[src/rtl/strseq_pkg.sv]
package strseq_pkg;

    typedef enum logic [2:0] {
        OP_MOVE  = 3'd0,
        OP_LOAD  = 3'd1,
        OP_STORE = 3'd2,
        OP_CMP   = 3'd3,
        OP_SCAN  = 3'd4
    } op_e;

    typedef enum logic [1:0] {
        PF_NONE     = 2'd0,
        PF_REPEAT   = 2'd1,
        PF_WHILE_EQ = 2'd2,
        PF_WHILE_NE = 2'd3
    } pfx_e;

    typedef enum logic [2:0] {
        S_IDLE,
        S_TEST,
        S_RD_SRC,
        S_RD_DST,
        S_WR_DST,
        S_STEP,
        S_FINISH
    } state_e;

    function automatic logic op_reads_src(op_e o);
        return (o == OP_MOVE) || (o == OP_LOAD) || (o == OP_CMP);
    endfunction

    function automatic logic op_touches_dst(op_e o);
        return (o == OP_MOVE) || (o == OP_STORE) || (o == OP_CMP) || (o == OP_SCAN);
    endfunction

    function automatic logic op_matches(op_e o);
        return (o == OP_CMP) || (o == OP_SCAN);
    endfunction

endpackage

[src/rtl/strseq_agu.sv]
module strseq_agu #(
    parameter int OW = 16,
    parameter int SH = 4,
    localparam int AW = OW + SH
) (
    input  logic [OW-1:0] seg,
    input  logic [OW-1:0] off,
    input  logic          byte_sel,
    output logic [AW-1:0] addr
);
    logic [OW-1:0] off_b;

    always_comb begin
        off_b = off + {{(OW-1){1'b0}}, byte_sel};
        addr  = {seg, {SH{1'b0}}} + {{SH{1'b0}}, off_b};
    end
endmodule

[src/rtl/strseq_step.sv]
module strseq_step #(
    parameter int OW = 16
) (
    input  logic [OW-1:0] ptr,
    input  logic          wide,
    input  logic          dir,
    output logic [OW-1:0] nxt
);
    logic [OW-1:0] amount;

    always_comb begin
        amount = wide ? OW'(2) : OW'(1);
        nxt    = dir ? (ptr - amount) : (ptr + amount);
    end
endmodule

[src/rtl/strseq_fsm.sv]
module strseq_fsm
    import strseq_pkg::*;
#(
    parameter int OW = 16,
    parameter int DW = 8,
    localparam int EW = 2 * DW
) (
    input  logic          clk,
    input  logic          rst_n,
    input  logic          start,
    input  logic [2:0]    op_in,
    input  logic [1:0]    pfx_in,
    input  logic          wide_in,
    input  logic          dir_in,
    input  logic [OW-1:0] src_ptr_in,
    input  logic [OW-1:0] dst_ptr_in,
    input  logic [OW-1:0] count_in,
    input  logic [OW-1:0] src_seg_in,
    input  logic [OW-1:0] dst_seg_in,
    input  logic [EW-1:0] acc_in,
    input  logic          zf_in,
    input  logic          mem_ack,
    input  logic [DW-1:0] mem_rdata,
    input  logic [OW-1:0] src_ptr_nxt,
    input  logic [OW-1:0] dst_ptr_nxt,
    output logic [OW-1:0] src_ptr_q,
    output logic [OW-1:0] dst_ptr_q,
    output logic [OW-1:0] count_q,
    output logic [OW-1:0] src_seg_q,
    output logic [OW-1:0] dst_seg_q,
    output logic [EW-1:0] acc_q,
    output logic          zf_q,
    output logic          wide_q,
    output logic          dir_q,
    output logic [1:0]    pfx_q,
    output logic          use_dst,
    output logic          byte_sel,
    output logic          mem_req,
    output logic          mem_we,
    output logic [DW-1:0] mem_wdata,
    output logic          busy,
    output logic          done
);
    state_e        state, state_nx;
    op_e           op_q;
    pfx_e          pf;
    logic          half;
    logic          last_byte;
    logic          hit;
    logic [EW-1:0] src_buf;
    logic [EW-1:0] dst_buf;
    logic [EW-1:0] cmp_a;
    logic [EW-1:0] wr_src;

    assign pf        = pfx_e'(pfx_q);
    assign last_byte = !wide_q || half;

    always_comb begin
        cmp_a = (op_q == OP_CMP) ? src_buf : acc_q;
        hit   = wide_q ? (cmp_a == dst_buf) : (cmp_a[DW-1:0] == dst_buf[DW-1:0]);
    end

    // state register
    always_ff @(posedge clk) begin
        if (!rst_n) state <= S_IDLE;
        else        state <= state_nx;
    end

    // next-state decision
    always_comb begin
        state_nx = state;
        unique case (state)
            S_IDLE:   if (start) state_nx = S_TEST;
            S_TEST: begin
                if (pf != PF_NONE && count_q == '0) state_nx = S_FINISH;
                else if (op_q == OP_STORE)          state_nx = S_WR_DST;
                else if (op_q == OP_SCAN)           state_nx = S_RD_DST;
                else                                state_nx = S_RD_SRC;
            end
            S_RD_SRC: if (mem_ack && last_byte) begin
                if (op_q == OP_MOVE)     state_nx = S_WR_DST;
                else if (op_q == OP_CMP) state_nx = S_RD_DST;
                else                     state_nx = S_STEP;
            end
            S_RD_DST: if (mem_ack && last_byte) state_nx = S_STEP;
            S_WR_DST: if (mem_ack && last_byte) state_nx = S_STEP;
            S_STEP: begin
                if (pf == PF_NONE)                                          state_nx = S_FINISH;
                else if (op_matches(op_q) && pf == PF_WHILE_EQ && !hit)     state_nx = S_FINISH;
                else if (op_matches(op_q) && pf == PF_WHILE_NE && hit)      state_nx = S_FINISH;
                else                                                        state_nx = S_TEST;
            end
            S_FINISH: state_nx = S_IDLE;
            default:  state_nx = S_IDLE;
        endcase
    end

    // outputs
    always_comb begin
        wr_src    = (op_q == OP_MOVE) ? src_buf : acc_q;
        mem_req   = (state == S_RD_SRC) || (state == S_RD_DST) || (state == S_WR_DST);
        mem_we    = (state == S_WR_DST);
        use_dst   = (state != S_RD_SRC);
        byte_sel  = half;
        mem_wdata = half ? wr_src[EW-1:DW] : wr_src[DW-1:0];
        busy      = (state != S_IDLE);
        done      = (state == S_FINISH);
    end

    // operand and register updates
    always_ff @(posedge clk) begin
        if (!rst_n) begin
            op_q      <= OP_MOVE;
            pfx_q     <= 2'd0;
            wide_q    <= 1'b0;
            dir_q     <= 1'b0;
            src_ptr_q <= '0;
            dst_ptr_q <= '0;
            count_q   <= '0;
            src_seg_q <= '0;
            dst_seg_q <= '0;
            acc_q     <= '0;
            zf_q      <= 1'b0;
            half      <= 1'b0;
            src_buf   <= '0;
            dst_buf   <= '0;
        end else begin
            unique case (state)
                S_IDLE: if (start) begin
                    op_q      <= op_e'(op_in);
                    pfx_q     <= pfx_in;
                    wide_q    <= wide_in;
                    dir_q     <= dir_in;
                    src_ptr_q <= src_ptr_in;
                    dst_ptr_q <= dst_ptr_in;
                    count_q   <= count_in;
                    src_seg_q <= src_seg_in;
                    dst_seg_q <= dst_seg_in;
                    acc_q     <= acc_in;
                    zf_q      <= zf_in;
                    half      <= 1'b0;
                end
                S_TEST: if (pf != PF_NONE && count_q != '0) count_q <= count_q - 1'b1;
                S_RD_SRC: if (mem_ack) begin
                    if (half) src_buf[EW-1:DW] <= mem_rdata;
                    else      src_buf[DW-1:0]  <= mem_rdata;
                    half <= !last_byte;
                end
                S_RD_DST: if (mem_ack) begin
                    if (half) dst_buf[EW-1:DW] <= mem_rdata;
                    else      dst_buf[DW-1:0]  <= mem_rdata;
                    half <= !last_byte;
                end
                S_WR_DST: if (mem_ack) half <= !last_byte;
                S_STEP: begin
                    if (op_reads_src(op_q))   src_ptr_q <= src_ptr_nxt;
                    if (op_touches_dst(op_q)) dst_ptr_q <= dst_ptr_nxt;
                    if (op_q == OP_LOAD) begin
                        if (wide_q) acc_q <= src_buf;
                        else        acc_q[DW-1:0] <= src_buf[DW-1:0];
                    end
                    if (op_matches(op_q)) zf_q <= hit;
                end
                S_FINISH: ;
                default: ;
            endcase
        end
    end
endmodule

[src/rtl/strseq_top.sv]
module strseq_top #(
    parameter int OW = 16,
    parameter int SH = 4,
    parameter int DW = 8,
    localparam int AW = OW + SH,
    localparam int EW = 2 * DW
) (
    input  logic          clk,
    input  logic          rst_n,
    input  logic          start,
    input  logic [2:0]    op,
    input  logic [1:0]    pfx,
    input  logic          wide,
    input  logic          dir_in,
    input  logic [OW-1:0] src_ptr_in,
    input  logic [OW-1:0] dst_ptr_in,
    input  logic [OW-1:0] count_in,
    input  logic [OW-1:0] src_seg_in,
    input  logic [OW-1:0] dst_seg_in,
    input  logic [EW-1:0] acc_in,
    input  logic          zf_in,
    output logic          mem_req,
    output logic          mem_we,
    output logic [AW-1:0] mem_addr,
    output logic [DW-1:0] mem_wdata,
    input  logic [DW-1:0] mem_rdata,
    input  logic          mem_ack,
    output logic          busy,
    output logic          done,
    output logic [OW-1:0] src_ptr_out,
    output logic [OW-1:0] dst_ptr_out,
    output logic [OW-1:0] count_out,
    output logic [EW-1:0] acc_out,
    output logic          zf_out
);
    logic [1:0][OW-1:0] ptr_cur;
    logic [1:0][OW-1:0] ptr_nxt;
    logic [OW-1:0]      src_seg_q, dst_seg_q;
    logic               wide_q, dir_q, use_dst, byte_sel;
    logic [1:0]         pfx_q;

    strseq_fsm #(.OW(OW), .DW(DW)) u_fsm (
        .clk        (clk),
        .rst_n      (rst_n),
        .start      (start),
        .op_in      (op),
        .pfx_in     (pfx),
        .wide_in    (wide),
        .dir_in     (dir_in),
        .src_ptr_in (src_ptr_in),
        .dst_ptr_in (dst_ptr_in),
        .count_in   (count_in),
        .src_seg_in (src_seg_in),
        .dst_seg_in (dst_seg_in),
        .acc_in     (acc_in),
        .zf_in      (zf_in),
        .mem_ack    (mem_ack),
        .mem_rdata  (mem_rdata),
        .src_ptr_nxt(ptr_nxt[0]),
        .dst_ptr_nxt(ptr_nxt[1]),
        .src_ptr_q  (ptr_cur[0]),
        .dst_ptr_q  (ptr_cur[1]),
        .count_q    (count_out),
        .src_seg_q  (src_seg_q),
        .dst_seg_q  (dst_seg_q),
        .acc_q      (acc_out),
        .zf_q       (zf_out),
        .wide_q     (wide_q),
        .dir_q      (dir_q),
        .pfx_q      (pfx_q),
        .use_dst    (use_dst),
        .byte_sel   (byte_sel),
        .mem_req    (mem_req),
        .mem_we     (mem_we),
        .mem_wdata  (mem_wdata),
        .busy       (busy),
        .done       (done)
    );

    for (genvar i = 0; i < 2; i++) begin : g_step
        strseq_step #(.OW(OW)) u_step (
            .ptr (ptr_cur[i]),
            .wide(wide_q),
            .dir (dir_q),
            .nxt (ptr_nxt[i])
        );
    end

    strseq_agu #(.OW(OW), .SH(SH)) u_agu (
        .seg     (use_dst ? dst_seg_q : src_seg_q),
        .off     (use_dst ? ptr_cur[1] : ptr_cur[0]),
        .byte_sel(byte_sel),
        .addr    (mem_addr)
    );

    assign src_ptr_out = ptr_cur[0];
    assign dst_ptr_out = ptr_cur[1];
endmodule

[config.mk]
export PLATFORM = sky130hd
export DESIGN_NAME = strseq_top
export DESIGN_NICKNAME = d
export VERILOG_FILES = /design/src/rtl/strseq_pkg.sv /design/src/rtl/strseq_agu.sv /design/src/rtl/strseq_step.sv /design/src/rtl/strseq_fsm.sv /design/src/rtl/strseq_top.sv
export SDC_FILE = /design/constraint.sdc
export NUM_CORES = 1
export LEC_CHECK = 0
export ABC_AREA = 1
export CORE_MARGIN = 8
export CORE_UTILIZATION = 60
export CTS_CLUSTER_DIAMETER = 50
export DETAILED_ROUTE_END_ITERATION = 10
export DONT_BUFFER_PORTS = 1
export HOLD_SLACK_MARGIN = 0.1
export PLACE_DENSITY = 0.77
export SLEW_MARGIN = 40
export SYNTH_ARGS = -nofsm -noshare
export SYNTH_HDL_FRONTEND = slang
export SYNTH_SLANG_ARGS = --single-unit
[constraint.sdc]
create_clock -name clk -period 6.3 [get_ports clk]
set_input_delay 0.315 -clock clk [delete_from_list [all_inputs] [get_ports clk]]
set_output_delay 0.315 -clock clk [all_outputs]
set_load 0.005 [all_outputs]
==> results of run 1 <==
registers in the layout (all words and copies together), names as in the netlist:
| name | cells |
|---|---|
| u_fsm.acc_q | 16 |
| u_fsm.byte_sel | 1 |
| u_fsm.count_q | 16 |
| u_fsm.dir_q | 1 |
| u_fsm.dst_buf | 16 |
| u_fsm.dst_ptr_q | 16 |
| u_fsm.dst_seg_q | 16 |
| u_fsm.op_q | 3 |
| u_fsm.pfx_q | 2 |
| u_fsm.src_buf | 16 |
| u_fsm.src_ptr_q | 16 |
| u_fsm.src_seg_q | 16 |
| u_fsm.state | 3 |
| u_fsm.wide_q | 1 |
| u_fsm.zf_q | 1 |
layout by cell type (no fill, tap or decap), types with 4 or more instances in the layout:
cell / n
or2_2: 10
nor2_1: 145
o21ai_0: 188
o21bai_1: 4
inv_1: 160
dlygate4sd3_1: 61
nand3b_1: 5
inv_2: 6
ha_1: 45
xor2_1: 29
nor3_1: 14
nand2_1: 311
buf_4: 7
a211oi_1: 8
o221ai_1: 5
nand4_1: 12
o22ai_1: 4
clkbuf_16: 17
nand3_1: 62
o211ai_1: 18
xnor2_1: 8
nand2_2: 8
dfxtp_1: 140
a21oi_1: 144
a31oi_1: 28
worst min-delay path by stage:
stage	start	endpoint	slack, ns	cells after the start
2_1_floorplan	u_fsm.src_seg_q[0]$_SDFFE_PN0P_	u_fsm.src_seg_q[0]$_SDFFE_PN0P_	0.42	2
3_3_place_gp	u_fsm.src_seg_q[2]$_SDFFE_PN0P_	u_fsm.src_seg_q[2]$_SDFFE_PN0P_	0.44	2
3_5_place_dp	u_fsm.src_seg_q[4]$_SDFFE_PN0P_	u_fsm.src_seg_q[4]$_SDFFE_PN0P_	0.44	2
4_1_cts	mem_rdata[1]	u_fsm.dst_buf[1]$_SDFFE_PN0P_	0.10	2
5_1_grt	dst_ptr_in[6]	u_fsm.dst_ptr_q[6]$_SDFFE_PN0P_	0.11	2
6_report	mem_rdata[1]	u_fsm.dst_buf[1]$_SDFFE_PN0P_	0.11	2
routing by layer:
metal / up-vias / wire (um)
li1: 4945 / -
met1: 4587 / 13300
met2: 475 / 13900
met3: 51 / 3360
met4: 0 / 697
met5: - / 0
report_power, final:
part	internal [mW]	switching (mW)
clock	0.619	0.406
combinational	0.738	1.49
sequential	1.12	0.296
total	2.47	2.19
area by class of cell:
type | instances | area, um^2 | area share
sequential | 140 | 2800 | 0.260
antenna | 3 | 7.51 | 0.000695
tap | 216 | 270 | 0.0250
clock buffer | 19 | 433 | 0.0401
clock inverter | 11 | 146 | 0.0136
timing repair buffer | 70 | 711 | 0.0658
inverter | 168 | 638 | 0.0591
multi-input combinational | 1091 | 5790 | 0.536
cells by family (layout without fill, tap and decap cells):
kind of cell | Yosys count | count (layout) | share of synthesized area
simple gates | 580 | 580 | 0.259
compound gates | 425 | 425 | 0.249
buf+inv | 229 | 268 | 0.0971
flops | 140 | 140 | 0.295
fa+ha+maj | 48 | 48 | 0.0655
xor+xnor | 37 | 37 | 0.0341
mux | 1 | 1 | 0.00105
other cells | 0 | 3 | 0
critical path, delay by kind of cell, from the launching register on:
kind	cells	cell delay, ns
AND/OR/NAND/NOR	11	1.74
XOR/XNOR	2	0.35
flip-flops	1	0.36
adder cells (fa/ha/maj)	3	0.74
AO/OA/AOI/OAI	3	0.67
buffers and inverters	3	0.19
metrics by stage:
step	worst slack [ns]	total power, mW	area (um^2)
floorplan	2.05	3.02	9510
global placement	2.16	3.49	9540
detailed placement	2.00	3.54	9540
CTS	1.55	4.61	10800
global route	1.09	4.99	10800
finish	1.49	4.67	10800
==> flow_summary.toml, run 1 <==
[job]
drv_cap = 0

[logic_synthesis]
yosys.area.top_type_share = 0.295
synthCells = 1460
yosysTopAreaCell = "dfxtp_1"
ys_seq_elements = 140
synth_area_leaders = "dfxtp_1, nand2_1, o21ai_0"
async_flop_share = 0
synth_enable_flop_cells = 0
synth_nets = 1624
yosys_warnings = 0
ys.flop_type = "dfxtp_1"
postSynthAreaPerCell_um2 = 6.51
syn-cell-area_mm2 = 0.00951
synth_common_cells = "nand2_1, o21ai_0, inv_1, nor2_1, a21oi_1"
synthDistinctLibCells = 54
yosysSeqAreaShare = 0.295
yosysMostFrequentCell = "nand2_1"

[critical_path]
crit_end = "mem_addr[19]"
slowest_stage = "dfxtp_1"
cpPeakStageDelay_ns = 0.36
worstReg2RegEnd = "u_fsm.src_ptr_q[10]$_SDFFE_PN0P_"
crit_chain = "inv_1 -> nor2_4 -> nand2_4 -> o21ai_0 -> ha_1 -> ha_1 -> inv_1 -> nor2_1 -> nand3_1 -> nor2_1 -> nand2_1 -> nor2_1 -> xor2_1 -> inv_1 -> ha_1 -> nand2_1 -> nor2_1 -> nand3_1 -> o2111ai_1 -> a21o_1 -> nand3b_1 -> xor2_1"
path_max_fanout = 59
startpoint_type = "flop"
reg2reg_depth = 15
critical_path_class = "flop to primary output"
regToRegStartpoint = "u_fsm.dir_q$_SDFFE_PN0P_"
crit_start = "u_fsm.state[1]$_SDFFE_PN0P_"
r2r_slack_ns = 3.19
worstPathArrival_ns = 4.50
cp-end-kind = "primary output"
crit_path_frequent_cell = "nor2_1"
cp.required_ns = 5.98

[routing]
routed_wl_um = 31200
first_pass_iters = 7
vias = 10100
drcViolationCount = 0
vias_per_cell = 5.85
postRouteAntennaNets = 0
wl_per_cell_um = 18.2
drt-initial-drc-count = 942

[sta]
setup_viol = 0
finClkSkew_ns = 0.0104
fin_crit_ns = 4.81
maxSlewHeadroom = 0.492
period_share = 0.764
fmax_mhz = 208
fin_hold_ws_ns = 0.108
hold_violations = 0
tns_ns = 0
tightestPinTransition_ns = 0.762
slew_violations = 0
rsz0062_at_grt = "no"

[die]
row_count = 46
io_pins = 213
start_util = 0.605
die-area_mm2 = 0.0201
die_h_um = 142
core_area_mm2 = 0.0157
die-width_um = 142

[placement]
dp_hpwl_um = 21500
dp_cells = 1621
place_congestion = 1.00
port_buffers = 0

[clock_network]
cts_setup_buffers = 0
htree_num_levels = 4
clk_pin_slew_ns = 0.06
cts-root-buf = "clkbuf_16"
cts_buffers = 17
clock_latency_ns = 0.42
cts_tree = "yes"
cts_resized = 0
hold_buffers = 62
cts.path.max_buffers = 2
cts.sinks = 140

[layout]
final_layout_size_suffix_gt1_frac = 0.0554
area_growth_pct = 13.5
fin_nets = 1652
utilization = 0.687
stdcell_count = 1718
nFillCells = 1383

[grt]
grt_overflow = 0
gr-usage-met2 = 0.463
grt_pass1_wl_um = 48200
antenna_found_initial = 1
grtUsageMet3 = 0.0803
track_usage = 0.300
grt_start_max_net_pins = 101
use_met1 = 0.397
grt_pass1_vias = 8890
top_usage_layer = "met2"

[hold_path]
holdCritPathClass = "primary input to flop"

[power]
power.leakage_nw = 4.76
max-vdd-ir-drop_v = 0.000327
p_per_area_mw_per_mm2 = 432

[outcome]
status = "complete, no violations"
Note: power is estimated with default switching activity, not from simulation.
==> run 2, diff against run 1 <==
CORE_UTILIZATION = 59   (was 60)
PLACE_DENSITY = 0.79   (was 0.77)
clock period = 4.2 ns   (was 6.3 ns; I/O delays follow)
==> run 2 against run 1 <==
  * Sequential share of layout area shrank 1.9 points
  * Critical path depth shrank 2
  * Largest power group unchanged
  * Hold slack gained 0.023 ns
  * Routed wire length grew 8.7%
  * Highest routed layer unchanged
  * Sequential power grew 52%
  * Utilization grew 4.8 points
  * Cell count grew 3.7%
  * Cell area grew 7.8%
  * Die area grew 1.5%
  * Via count grew 5.2%
  * Largest cell class unchanged
==> flow_summary.toml, run 2 (synthesis results as in run 1) <==
[sta]
tns_ns = 0
setup_viol = 0
period_share = 0.999
fin_crit_ns = 4.20
rsz0062_at_grt = "yes"
maxSlewHeadroom = 0.450
hold_violations = 0
finClkSkew_ns = 0.00888
slew_violations = 0
fmax_mhz = 238
tightestPinTransition_ns = 0.816

[power]
finalPower_mw = 7.37
max-vdd-ir-drop_v = 0.000395
power.leakage_nw = 5.12
p_per_area_mw_per_mm2 = 633

[die]
die-width_um = 143
row_count = 46
die-area_mm2 = 0.0204
die_h_um = 143
start_util = 0.601
core_area_mm2 = 0.0158
io_pins = 213

[critical_path]
path_max_fanout = 5
startpoint_type = "flop"
cp-end-kind = "primary output"
critical_path_class = "flop to primary output"
worstPathArrival_ns = 3.99
cp.required_ns = 3.99

[clock_network]
htree_num_levels = 4
cts-root-buf = "clkbuf_16"
clock_latency_ns = 0.42
cts_tree = "yes"
cts.path.max_buffers = 2
cts_buffers = 17
cts.sinks = 140
clk_pin_slew_ns = 0.05

[grt]
grt_pass1_vias = 9884
grt_pass1_wl_um = 51700
antenna_found_initial = 1
track_usage = 0.318
grt_overflow = 0
grt_start_max_net_pins = 102

[layout]
fin_nets = 1716
nFillCells = 1320
stdcell_count = 1781
area_growth_pct = 22.4
final_cell_mix = "nand2_1, o21ai_0, inv_1"
final_common_cell = "nand2_1"
final_layout_size_suffix_gt1_frac = 0.0812

[routing]
drt-initial-drc-count = 834
routed_wl_um = 33900
first_pass_iters = 8
postRouteAntennaNets = 0
vias = 10600
vias_per_cell = 5.94
wl_per_cell_um = 19.1
drcViolationCount = 0

[hold_path]
holdCritPathClass = "primary input to flop"

[placement]
dp_cells = 1624
dp_hpwl_um = 22600
place_congestion = 0.976
port_buffers = 0

[job]
drv_cap = 0

[outcome]
status = "complete, no violations"
-- run 2: changes by cell type in the layout (fill, tap and decap cells not counted), sizes merged --
cell,change
buf,+12
bufinv,+1
clkbuf,+3
clkinv,-2
diode,-2
dlygate4sd3,+50
nand2,+1
-- run 2: layer usage --
| metal | up-vias | wire, um | track usage |
|---|---|---|---|
| met2 | 562 | 15800 | 0.513 |
| li1 | 5070 | - | - |
| met1 | 4852 | 13400 | 0.385 |
| met3 | 98 | 3500 | 0.0918 |
| met4 | 0 | 1230 | 0.138 |
| met5 | - | 0 | 0 |
-- run 2: through the flow --
| stage | hold slack (ns) | setup slack [ns] | instance area, um^2 | util |
|---|---|---|---|---|
| floorplan | 0.345 | 0.0542 | 9510 | - |
| global placement | 0.347 | 0.537 | 9570 | 0.604 |
| detailed placement | 0.355 | 0.440 | 9570 | 0.604 |
| CTS | 0.110 | 0.0277 | 11300 | 0.717 |
| global route | 0.146 | -0.195 | 11600 | 0.735 |
| finish | 0.131 | 0.00474 | 11600 | 0.735 |
-- run 2: critical path: stages, from the launching register on --
cell       delay [ns]
dfxtp_2          0.35
inv_2            0.05
nor2_4           0.16
nand2_4          0.11
o21ai_2          0.15
ha_2             0.22
ha_4             0.13
inv_1            0.04
nor2_2           0.13
nand3_2          0.14
nor2_4           0.18
nand2_4          0.08
nor4_4           0.31
xnor2_1          0.14
ha_1             0.41
nand2_2          0.11
buf_4            0.15
o2111ai_4        0.19
a21o_1           0.18
nand3b_1         0.14
xor2_2           0.18
-- run 2: path summary, 6_finish.rpt --
| path | cells after the start | start | end | slack [ns] |
|---|---|---|---|---|
| setup / recovery | 20 | u_fsm.state[1]$_SDFFE_PN0P_ | mem_addr[19] | 0.005 |
| hold / removal | 4 | dst_ptr_in[8] | u_fsm.dst_ptr_q[8]$_SDFFE_PN0P_ | 0.13 |
| setup reg to reg | 14 | u_fsm.dir_q$_SDFFE_PN0P_ | u_fsm.src_ptr_q[10]$_SDFFE_PN0P_ | 1.43 |
| hold reg to reg | 2 | u_fsm.src_seg_q[8]$_SDFFE_PN0P_ | u_fsm.src_seg_q[8]$_SDFFE_PN0P_ | 0.45 |
-- run 2: cell type report --
type / instances / area, um^2 / area share
clock inverter: 10 / 163 / 0.0140
timing repair buffer: 133 / 1330 / 0.114
sequential: 140 / 2810 / 0.241
clock buffer: 21 / 470 / 0.0404
tap: 216 / 270 / 0.0232
multi-input combinational: 1092 / 5960 / 0.512
inverter: 168 / 638 / 0.0548
antenna: 1 / 2.50 / 0.000215
-- run 2: power breakdown --
group,switching (mW),internal (mW),leakage [nW]
Sequential,0.457,1.68,1.15
Combinational,2.37,1.23,3.66
Clock,0.596,1.04,0.306
-- run 2: timing repair --
| action | CTS | global route |
|---|---|---|
| hold buffers | 112 | 0 |
| setup endpoints to repair | 1 | 7 |
| pin swaps | 0 | 16 |
| buffers inserted | 0 | 10 |
| resized for setup | 1 | 39 |
| gates cloned | 0 | 2 |
| hold endpoints to repair | 132 | 0 |
==> run 3, diff against run 2 <==
CORE_UTILIZATION = 60   (was 59)
CTS_BUF_LIST = sky130_fd_sc_hd__clkbuf_8   (was default)
PLACE_DENSITY = 0.8   (was 0.79)
==> run 3 against run 2 <==
  * Cell count decreased by 0.11%
  * Critical path depth shrank 1
  * Hold slack better by 0.018 ns
  * Die area down 1.5%
  * Critical endpoint unchanged
==> flow_summary.toml, run 3 (synthesis results as in run 1) <==
[placement]
port_buffers = 0
place_area_mm2 = 0.00955
dp_hpwl_um = 22100
place_congestion = 1.00

[critical_path]
worstPathArrival_ns = 3.84
crit_path_frequent_cell = "nor2_4"
path_max_fanout = 7
slowest_stage = "ha_1"
critical_path_class = "flop to primary output"
crit_family = "simple AND/OR/NAND/NOR gates"
crit_buf_inv = 2
cpPeakStageDelay_ns = 0.36
cp.required_ns = 3.99
startpoint_type = "flop"
cp-end-kind = "primary output"
crit_chain = "inv_1 -> nor2_4 -> nand2_8 -> o21ai_1 -> ha_2 -> ha_2 -> inv_1 -> nor2_4 -> nand3_4 -> nor2_4 -> nand2_2 -> nor4_4 -> xnor2_1 -> ha_1 -> a21oi_1 -> o2111ai_2 -> a21o_1 -> nand3b_1 -> xor2_2"

[die]
io_pins = 213
start_util = 0.605
core_area_mm2 = 0.0157
die_h_um = 142
row_count = 46
die-width_um = 142
die-area_mm2 = 0.0201

[layout]
final_common_cell = "nand2_1"
area_growth_pct = 19.2
nFillCells = 1294
fin_area_mm2 = 0.0113
final_cell_mix = "nand2_1, o21ai_0, inv_1"
final_layout_size_suffix_gt1_frac = 0.0730
fin_nets = 1712

[sta]
period_share = 0.964
tightestPinTransition_ns = 0.792
maxSlewHeadroom = 0.471
finClkSkew_ns = 0.0161
slew_violations = 0
fmax_mhz = 247
fin_crit_ns = 4.05
tns_ns = 0
setup_viol = 0
hold_violations = 0

[clock_network]
clock_latency_ns = 0.47
cts.sinks = 140
cts.path.max_buffers = 2
htree_num_levels = 4
clk_pin_slew_ns = 0.09
cts-root-buf = "clkbuf_8"
cts_buffers = 17
cts_tree = "yes"

[grt]
grt_pass1_wl_um = 49500
grt_overflow = 0
antenna_found_initial = 3
grt_start_max_net_pins = 104
grt_pass1_vias = 9269
track_usage = 0.310

[routing]
vias_per_cell = 5.86
first_pass_iters = 5
wl_met3_um = 3610
routed_wl_um = 32800
wl_per_cell_um = 18.4
vias = 10400
maxUsedRoutingLayer = "met5"
drcViolationCount = 0
wl_met1_um = 13000
wl_met2_um = 14700
postRouteAntennaNets = 0
drt-initial-drc-count = 930

[outcome]
status = "complete, no violations"

[job]
drv_cap = 0

[power]
max-vdd-ir-drop_v = 0.000382
power.leakage_nw = 4.96
p_per_area_mw_per_mm2 = 600

[hold_path]
holdCritPathClass = "primary input to flop"
-- run 3: per-stage QoR --
step                      power (mW)  cells  worst slack (ns)  hold WS [ns]  utilization
final                           6.80   1779             0.150         0.149        0.722
after detailed placement        5.33   1622             0.355         0.355        0.608
after global placement          5.25   1622             0.417         0.348        0.608
after floorplan                 4.53   1460            0.0542         0.345            -
after global routing            7.28   1778           -0.0461         0.175        0.721
after CTS                       6.58   1770           0.00561         0.114        0.710
-- run 3: where the power goes --
group / internal (mW) / switching (mW)
registers: 1.68 / 0.453
clock network: 0.545 / 0.569
logic: 1.21 / 2.35
-- run 3: final timing paths --
check / endpoint / from / slack, ns / cells after the start
hold / removal: u_fsm.src_buf[12]$_SDFFE_PN0P_ / mem_ack / 0.15 / 4
setup / recovery: mem_addr[19] / u_fsm.state[1]$_SDFFE_PN0P_ / 0.15 / 19
setup reg to reg: u_fsm.count_q[1]$_SDFFE_PN0P_ / u_fsm.count_q[0]$_SDFFE_PN0P_ / 1.03 / 12
hold reg to reg: u_fsm.src_seg_q[8]$_SDFFE_PN0P_ / u_fsm.src_seg_q[8]$_SDFFE_PN0P_ / 0.45 / 2
-- run 3: per-layer routing --
| layer | up-vias | global-route usage |
|---|---|---|
| met5 | - | 0 |
| met4 | 4 | 0.155 |
| met3 | 112 | 0.0917 |
| met2 | 607 | 0.481 |
| met1 | 4655 | 0.386 |
| li1 | 5052 | - |
-- run 3: worst min-delay path, delay by kind of cell --
kind,cells,cell delay [ns]
AND/OR/NAND/NOR,3,0.23
AO/OA/AOI/OAI,1,0.15
-- run 3: area by class of cell --
| class | instances | area [um^2] | area share |
|---|---|---|---|
| clock inverters | 14 | 148 | 0.0130 |
| diodes | 2 | 5.00 | 0.000441 |
| flip-flops and latches | 140 | 2810 | 0.247 |
| multi-input cells | 1092 | 5940 | 0.524 |
| well taps | 216 | 270 | 0.0238 |
| clock buffers | 18 | 248 | 0.0218 |
| repair buffers | 129 | 1280 | 0.113 |
| inverters | 168 | 641 | 0.0565 |
-- run 3: repair_timing --
action | 4_1_cts | 5_1_grt
hold buffers | 114 | 0
pin swaps | 3 | 10
cloned | 0 | 1
setup endpoints to repair | 3 | 8
endpoints found under the hold margin | 137 | 0
resized for setup | 5 | 25
setup buffers | 2 | 5
